File: src/rtl/tmr_chan_pkg.sv
// Package for the timer channel: mode kinds and decode helpers.
// Assumes the mode field layout {mb, ma, eb, ea}, msb first.
package tmr_chan_pkg;

    typedef enum logic [1:0] {
        CH_IDLE = 2'd0,
        CH_CAP  = 2'd1,
        CH_OCU  = 2'd2,
        CH_OCB  = 2'd3
    } ch_kind_e;

    typedef struct packed {
        logic ms_b;
        logic ms_a;
        logic el_b;
        logic el_a;
    } ch_mode_t;

    // Pin actions carried in the edge/level pair
    localparam logic [1:0] PA_TOGGLE = 2'b01;
    localparam logic [1:0] PA_CLEAR  = 2'b10;
    localparam logic [1:0] PA_SET    = 2'b11;

    // Map a mode field onto the channel kind
    function automatic ch_kind_e decode_kind(input ch_mode_t m);
        if ({m.el_b, m.el_a} == 2'b00) return CH_IDLE;
        else if (m.ms_b)                return CH_OCB;
        else if (m.ms_a)                return CH_OCU;
        else                            return CH_CAP;
    endfunction

endpackage

File: src/rtl/tmr_cap_edge.sv
// Capture input conditioner.
// Passes the asynchronous input through SYNC_STAGES flops, keeps one more
// flop as the history bit, and raises hit for one cycle on the selected
// edge(s). Assumes edge_sel is 01 rising, 10 falling, 11 both.
module tmr_cap_edge #(
    parameter int unsigned SYNC_STAGES = 2
) (
    input  logic       clk,
    input  logic       rst_n,
    input  logic       cap_in,
    input  logic       enable,
    input  logic [1:0] edge_sel,
    output logic       hit
);
    localparam int unsigned DEPTH = SYNC_STAGES + 1;

    logic [DEPTH-1:0] shift_q;
    logic             rise;
    logic             fall;

    // Shift the raw input through the synchronizer and history flop
    always_ff @(posedge clk) begin
        if (!rst_n) shift_q <= '0;
        else        shift_q <= {shift_q[DEPTH-2:0], cap_in};
    end

    // Edge decode between the last synchronized bit and its history
    always_comb begin
        rise = shift_q[DEPTH-2] & ~shift_q[DEPTH-1];
        fall = ~shift_q[DEPTH-2] & shift_q[DEPTH-1];
        hit  = enable & ((edge_sel[0] & rise) | (edge_sel[1] & fall));
    end

endmodule

File: src/rtl/tmr_cmp_bank.sv
// Compare register pair with active/shadow selection.
// Unbuffered: writes and captures go to the active entry.
// Buffered: writes go to the shadow entry; the entries swap at overflow
// when a write is pending. Assumes cap_hit only occurs outside buffered mode.
module tmr_cmp_bank #(
    parameter int unsigned CNT_W = 16
) (
    input  logic             clk,
    input  logic             rst_n,
    input  logic             buf_mode,
    input  logic             cap_hit,
    input  logic [CNT_W-1:0] cnt,
    input  logic             ovf,
    input  logic             wr_en,
    input  logic [CNT_W-1:0] wr_data,
    output logic [CNT_W-1:0] act_val,
    output logic             cnt_eq
);
    localparam int unsigned BANKS = 2;

    logic [CNT_W-1:0] bank_q [BANKS];
    logic             sel_q;
    logic             pend_q;

    // Load the entries from capture or software write
    always_ff @(posedge clk) begin
        if (!rst_n) begin
            for (int b = 0; b < BANKS; b++) bank_q[b] <= '0;
        end else if (cap_hit) begin
            bank_q[sel_q] <= cnt;
        end else if (wr_en) begin
            if (buf_mode) bank_q[~sel_q] <= wr_data;
            else          bank_q[sel_q]  <= wr_data;
        end
    end

    // Track pending shadow data and swap at the period boundary
    always_ff @(posedge clk) begin
        if (!rst_n) begin
            sel_q  <= 1'b0;
            pend_q <= 1'b0;
        end else if (!buf_mode) begin
            pend_q <= 1'b0;
        end else if (ovf && (pend_q || wr_en)) begin
            sel_q  <= ~sel_q;
            pend_q <= 1'b0;
        end else if (wr_en) begin
            pend_q <= 1'b1;
        end
    end

    // Active value and the raw equality
    always_comb begin
        act_val = bank_q[sel_q];
        cnt_eq  = (cnt == act_val);
    end

    // buffered compare point moves only at overflow
    assert_buf_hold_R7: assert property (@(posedge clk) disable iff (!rst_n)
        (buf_mode && !ovf) |=> $stable(act_val));

    // a capture loads the counter sampled at the capture edge
    assert_cap_load_R3: assert property (@(posedge clk) disable iff (!rst_n)
        cap_hit |=> (act_val == $past(cnt)));

endmodule

File: src/rtl/tmr_pin_ctrl.sv
// Output pin logic for the channel.
// Holds the pin register, applies preset, overflow toggle and compare
// actions, and masks the pin with the full-duty level. The full-duty
// request is sampled only at overflow. Assumes hit is the raw equality
// and oc marks either compare mode.
module tmr_pin_ctrl
    import tmr_chan_pkg::*;
(
    input  logic       clk,
    input  logic       rst_n,
    input  logic       cfg_we,
    input  logic       preset_we,
    input  logic       preset_lvl,
    input  logic       oc,
    input  logic       cap_mode,
    input  logic [1:0] act,
    input  logic       tov,
    input  logic       max_req,
    input  logic       ovf,
    input  logic       hit,
    output logic       pin_out
);
    logic pin_q;
    logic max_eff_q;
    logic full_lvl;
    logic forced;

    // Update the underlying pin level
    always_ff @(posedge clk) begin
        if (!rst_n) begin
            pin_q <= 1'b1;
        end else if (preset_we) begin
            pin_q <= preset_lvl;
        end else if (oc) begin
            if (ovf && tov) begin
                pin_q <= ~pin_q;
            end else if (hit) begin
                case (act)
                    PA_TOGGLE: pin_q <= ~pin_q;
                    PA_CLEAR:  pin_q <= 1'b0;
                    PA_SET:    pin_q <= 1'b1;
                    default:   pin_q <= pin_q;
                endcase
            end
        end
    end

    // Sample the full-duty request at each period boundary
    always_ff @(posedge clk) begin
        if (!rst_n)   max_eff_q <= 1'b0;
        else if (ovf) max_eff_q <= max_req;
    end

    // Choose the forced level and drive the pin
    always_comb begin
        full_lvl = (act == PA_SET) ? 1'b0 : 1'b1;
        forced   = oc & tov & max_eff_q;
        pin_out  = forced ? full_lvl : pin_q;
    end

    // overflow inverts the pin in compare modes
    assert_tov_toggle_R8: assert property (@(posedge clk) disable iff (!rst_n)
        (oc && tov && ovf && !cfg_we) |=> (pin_q != $past(pin_q)));

    // overflow beats a clear that lands in the same cycle
    assert_ovf_wins_R9: assert property (@(posedge clk) disable iff (!rst_n)
        (oc && tov && ovf && hit && act == PA_CLEAR && !pin_q && !cfg_we) |=> pin_q);

    // capture mode never moves the pin
    assert_cap_quiet_R4: assert property (@(posedge clk) disable iff (!rst_n)
        (cap_mode && !cfg_we) |=> $stable(pin_q));

    // after a boundary with the request set the pin shows the full level
    assert_max_entry_R10: assert property (@(posedge clk) disable iff (!rst_n)
        (ovf && max_req && oc && tov && !cfg_we) |=> (pin_out == $past(full_lvl)));

    // an idle channel keeps its pin
    assert_idle_hold_R2: assert property (@(posedge clk) disable iff (!rst_n)
        (!oc && !cfg_we) |=> $stable(pin_q));

endmodule

File: src/rtl/tmr_chan.sv
// Timer channel top: configuration register, mode decode, and the
// capture, compare bank and pin submodules. Assumes cnt and ovf come from
// a shared counter in the same clock domain, with ovf high in the cycle
// that cnt holds the wrap value.
module tmr_chan
    import tmr_chan_pkg::*;
#(
    parameter int unsigned CNT_W       = 16,
    parameter int unsigned SYNC_STAGES = 2
) (
    input  logic             clk,
    input  logic             rst_n,
    input  logic             cfg_we,
    input  logic [3:0]       cfg_mode,
    input  logic             cfg_tov,
    input  logic             cfg_max,
    input  logic             cmp_we,
    input  logic [CNT_W-1:0] cmp_wdata,
    input  logic [CNT_W-1:0] cnt,
    input  logic             ovf,
    input  logic             cap_in,
    output logic             pin_out,
    output logic             evt,
    output logic [CNT_W-1:0] chan_val
);
    ch_mode_t mode_q;
    ch_mode_t mode_new;
    ch_kind_e kind;
    logic     tov_q;
    logic     max_q;
    logic     sw_cmp;
    logic     oc;
    logic     cap_mode;
    logic     cmp_hit;
    logic     cap_hit;
    logic     cnt_eq;
    logic     preset_we;
    logic     evt_q;

    // Hold the configuration fields
    always_ff @(posedge clk) begin
        if (!rst_n) begin
            mode_q <= '0;
            tov_q  <= 1'b0;
            max_q  <= 1'b0;
        end else if (cfg_we) begin
            mode_q <= ch_mode_t'(cfg_mode);
            tov_q  <= cfg_tov;
            max_q  <= cfg_max;
        end
    end

    // Decode the mode and qualify events
    always_comb begin
        mode_new  = ch_mode_t'(cfg_mode);
        kind      = decode_kind(mode_q);
        sw_cmp    = (kind == CH_IDLE) && mode_q.ms_a && !mode_q.ms_b;
        oc        = (kind == CH_OCU) || (kind == CH_OCB);
        cap_mode  = (kind == CH_CAP);
        cmp_hit   = (oc || sw_cmp) && cnt_eq;
        preset_we = cfg_we && ({mode_new.el_b, mode_new.el_a} == 2'b00);
    end

    tmr_cap_edge #(
        .SYNC_STAGES (SYNC_STAGES)
    ) u_cap (
        .clk      (clk),
        .rst_n    (rst_n),
        .cap_in   (cap_in),
        .enable   (cap_mode),
        .edge_sel ({mode_q.el_b, mode_q.el_a}),
        .hit      (cap_hit)
    );

    tmr_cmp_bank #(
        .CNT_W (CNT_W)
    ) u_bank (
        .clk      (clk),
        .rst_n    (rst_n),
        .buf_mode (kind == CH_OCB),
        .cap_hit  (cap_hit),
        .cnt      (cnt),
        .ovf      (ovf),
        .wr_en    (cmp_we),
        .wr_data  (cmp_wdata),
        .act_val  (chan_val),
        .cnt_eq   (cnt_eq)
    );

    tmr_pin_ctrl u_pin (
        .clk        (clk),
        .rst_n      (rst_n),
        .cfg_we     (cfg_we),
        .preset_we  (preset_we),
        .preset_lvl (~mode_new.ms_a),
        .oc         (oc),
        .cap_mode   (cap_mode),
        .act        ({mode_q.el_b, mode_q.el_a}),
        .tov        (tov_q),
        .max_req    (max_q),
        .ovf        (ovf),
        .hit        (cnt_eq),
        .pin_out    (pin_out)
    );

    // Register the event pulse
    always_ff @(posedge clk) begin
        if (!rst_n) evt_q <= 1'b0;
        else        evt_q <= cmp_hit | cap_hit;
    end

    assign evt = evt_q;

    // a capture always produces an event on the next cycle
    assert_cap_evt_R13: assert property (@(posedge clk) disable iff (!rst_n)
        cap_hit |=> evt);

endmodule

File: config.mk
export PLATFORM = sky130hd
export DESIGN_NAME = tmr_chan
export DESIGN_NICKNAME = d
export VERILOG_FILES = /design/src/rtl/tmr_chan_pkg.sv /design/src/rtl/tmr_cap_edge.sv /design/src/rtl/tmr_cmp_bank.sv /design/src/rtl/tmr_pin_ctrl.sv /design/src/rtl/tmr_chan.sv
export SDC_FILE = /design/constraint.sdc
export NUM_CORES = 1
export LEC_CHECK = 0
export BUFFER_PORTS_ARGS = -buffer_cell sky130_fd_sc_hd__buf_2
export CORE_MARGIN = 2
export CORE_UTILIZATION = 40
export CTS_BUF_LIST = sky130_fd_sc_hd__clkbuf_16
export CTS_CLUSTER_SIZE = 28
export DETAILED_ROUTE_END_ITERATION = 8
export GPL_ROUTABILITY_DRIVEN = 0
export HOLD_SLACK_MARGIN = 0.03
export SYNTH_ARGS = -nofsm -noshare
export SYNTH_HDL_FRONTEND = slang
export SYNTH_HIERARCHICAL = 1
export SYNTH_SLANG_ARGS = --single-unit
File: constraint.sdc
create_clock -name clk -period 3.1 [get_ports clk]
set_input_delay 0.62 -clock clk [delete_from_list [all_inputs] [get_ports clk]]
set_output_delay 0.62 -clock clk [all_outputs]
set_load 0.05 [all_outputs]
==> flow_metrics.py <==
metrics = {
    "worst_setup_path": {
        "crit_cells": 8,
        "reg2reg_from": "mode_q[0]",
        "cp.arrival_ns": 2.30,
        "r2r_cells": 8,
        "crit_chain": "nor2_1 -> nor3_1 -> nand4b_1 -> nand2_1 -> and3b_1 -> o21a_1 -> o21ai_2 -> nand2_1",
        "r2r-end": "u_bank/bank_q[0][13]",
        "path_common_cell": "nand2_1",
        "rrSetupSlack_ns": 0.66,
        "cp_slowest_cell": "dfxtp_1",
        "worst_setup_path_start_kind": "flop",
        "path_max_fanout": 16,
        "critical_path.top_delay_family": "simple AND/OR/NAND/NOR gates",
        "worstSetupPathType": "flop to flop",
        "crit_path_end_kind": "flop",
        "worstPathRequired_ns": 2.96,
        "crit_buf_inv": 0,
        "cpPeakStageDelay_ns": 0.45,
    },
    "drt": {
        "wl_mm": 5.06,
        "vias": 1678,
        "wl_per_cell_um": 14.7,
        "drtPass1Iterations": 4,
        "ant_nets": 0,
        "drt-initial-drc-count": 83,
        "drc": 0,
        "avgViaCountPerCell": 4.86,
    },
    "grt": {
        "overflow": 0,
        "antenna_found_initial": 0,
        "first_global_vias": 1606,
        "grt_max_degree": 24,
        "grt_pass1_wl_mm": 7.88,
        "grt_usage": 0.161,
    },
    "clock_network": {
        "cts.sinks": 47,
        "htree_levels": 2,
        "cts_setup_buffers": 0,
        "postCtsHoldBufs": 0,
        "cts-buffers-inserted": 5,
        "tritoncts": "yes",
        "clkLatencyLatePin_ns": 0.28,
        "cts_resized": 0,
        "cts.clk_slew.worst_paths_ns": 0.06,
        "cts_buffer_depth": 2,
        "cts-root-buf": "clkbuf_16",
    },
    "final_layout": {
        "finalNonFillerCells": 345,
        "drive_gt1_frac": 0.352,
        "finalInstanceArea_sq_um": 2960,
        "postLayoutCoreUtil": 0.502,
        "area_growth_pct": 21.6,
        "fill_cells": 547,
        "num_antenna_cells": 0,
        "nets": 313,
    },
    "place": {
        "place_area_sq_um": 2790,
        "hpwl_mm": 3.55,
        "portBuffers": 61,
        "place_inst": 337,
    },
    "worst_hold_path": {
        "worstHoldPathType": "flop to flop",
        "min_from": "u_cap/shift_q[0]",
        "holdPathStages": 1,
        "hold_path_end": "u_cap/shift_q[1]",
    },
    "sta": {
        "fin_skew_ns": 0.00348,
        "setup_viol": 0,
        "fin_crit_sh": 0.786,
        "drv_slew": 0,
        "fmax_ghz": 0.410,
        "min_period_ns": 2.44,
        "tightest_slew_ns": 0.744,
        "maxSlewHeadroom": 0.503,
        "setup-tns-final_ns": 0,
        "rsz0062_at_grt": "no",
        "final_hold_viol_count": 0,
    },
    "die": {
        "die_h_um": 82.0,
        "start_util": 0.413,
        "fp.coreArea_sq_um": 5890,
        "pin_count": 62,
        "die_width_um": 82.0,
        "die_area_sq_um": 6720,
        "row_count": 28,
    },
    "synth": {
        "yosysUniqueCellTypes": 36,
        "yosys.area.top_type_share": 0.395,
        "yosysMostFrequentCell": "nor2_1",
        "synth_top_area_cell": "edfxtp_1",
        "ys_warn_count": 6,
        "synth_xor_xnor_area_share": 0.0643,
        "ys_async_sr_fraction": 0,
        "synth-edff-count": 32,
        "synth_top_family_by_area": "multiplexers",
        "synth_common_cells": "nor2_1, edfxtp_1, mux2i_1",
        "synth_simple_gate_area_frac": 0.165,
        "synth_nets": 249,
        "synth_adder_area_share": 0,
        "avgSynthCellArea_sq_um": 11.9,
        "netlist_area_sq_um": 2430,
        "postSynthCellCount": 205,
        "synthFlopType": "edfxtp_1",
        "synth-compound-area-share": 0.0412,
        "ys_ff_latch": 47,
        "ys_seq_area_frac": 0.519,
        "synth.area.mux_share": 0.181,
        "synth_area_leaders": "edfxtp_1, dfxtp_1, mux2i_1",
    },
    "pwr": {
        "pwr-share-clk": 0.373,
        "switching_share": 0.244,
        "p_comb_frac": 0.166,
        "p_switching_uw": 381,
        "vdd_ir_drop_max_mv": 0.246,
        "finalPower_mw": 1.56,
        "p_int_mw": 1.18,
        "p_leak_nw": 1.29,
        "pwr-share-seq": 0.461,
        "powerDensity_nw_per_um2": 527,
    },
    "run": {
        "max-cap-violations": 0,
    },
    "status": {
        "status": "complete, no violations",
    },
}
-- metrics by stage --
stage | hold WS (ns) | setup slack (ns)
after floorplan | 0.406 | 0.682
after global placement | 0.413 | 0.726
after detailed placement | 0.416 | 0.658
after CTS | 0.429 | 0.643
after global routing | 0.445 | 0.367
final | 0.424 | 0.663
-- routing by layer --
metal	up-vias	track usage	wire, um	part of all wire
met5	-	0	0	0
met4	0	0.0650	44	0.0087
met1	764	0.204	2250	0.45
met2	53	0.271	2450	0.48
li1	855	-	-	-
met3	6	0.0286	306	0.061
-- state kept, by name, indices dropped and copies added, names as in the netlist, named ones only --
register / cells
u_bank/pend_q: 1
evt: 1
tov_q: 1
mode_q: 4
u_bank/sel_q: 1
max_q: 1
u_cap/shift_q: 3
u_bank/bank_q: 32
u_pin/max_eff_q: 1
u_pin/pin_q: 1
-- final cells by class --
type	count	area [sq um]	area share
Inverter	2	7.51	0.00254
Timing Repair Buffer	65	335	0.113
Multi-Input combinational cell	148	1100	0.371
Clock inverter	3	37.5	0.0127
Tap cell	75	93.8	0.0317
Clock buffer	5	125	0.0423
Sequential cell	47	1260	0.427
-- placed cells by master (no fill, tap or decap), types with 3 or more instances in the layout --
cell type | synthesis | layout
buf_2 | 5 | 61
nor2_1 | 38 | 38
edfxtp_1 | 32 | 32
mux2i_1 | 24 | 24
xnor2_1 | 16 | 16
dfxtp_1 | 15 | 15
mux2_2 | 11 | 11
nor2b_1 | 10 | 10
nand2_1 | 7 | 7
clkbuf_16 | 0 | 5
mux2_4 | 5 | 5
inv_1 | 2 | 4
and2_1 | 4 | 4
nand4_1 | 4 | 4
buf_4 | 0 | 4
nor3b_1 | 3 | 3
-- cells by family after synthesis --
kind of cell           count (synthesis)
multiplexers                          40
buffers and inverters                 10
AO/OA/AOI/OAI                         13
flip-flops                            47
XOR/XNOR                              17
AND/OR/NAND/NOR                       78
-- worst max path at each step --
| stage | slack, ns | end | from |
|---|---|---|---|
| after floorplan | 0.68 | u_bank/bank_q[0][0] | mode_q[1] |
| after global placement | 0.73 | u_bank/bank_q[0][10] | mode_q[1] |
| after detailed placement | 0.66 | u_bank/bank_q[0][13] | mode_q[0] |
| after CTS | 0.64 | u_bank/bank_q[0][6] | mode_q[0] |
| after global routing | 0.37 | u_bank/bank_q[0][2] | mode_q[0] |
| final | 0.66 | u_bank/bank_q[0][13] | mode_q[0] |
-- power groups by stage --
| stage | clock [mW] | sequential, mW | combinational (mW) |
|---|---|---|---|
| after floorplan | 0 | 0.728 | 0.185 |
| after global placement | 0 | 0.731 | 0.261 |
| after detailed placement | 0 | 0.732 | 0.261 |
| after CTS | 0.597 | 0.719 | 0.262 |
| after global routing | 0.621 | 0.723 | 0.280 |
| final | 0.581 | 0.719 | 0.259 |
(Power assumes the default switching activity.)
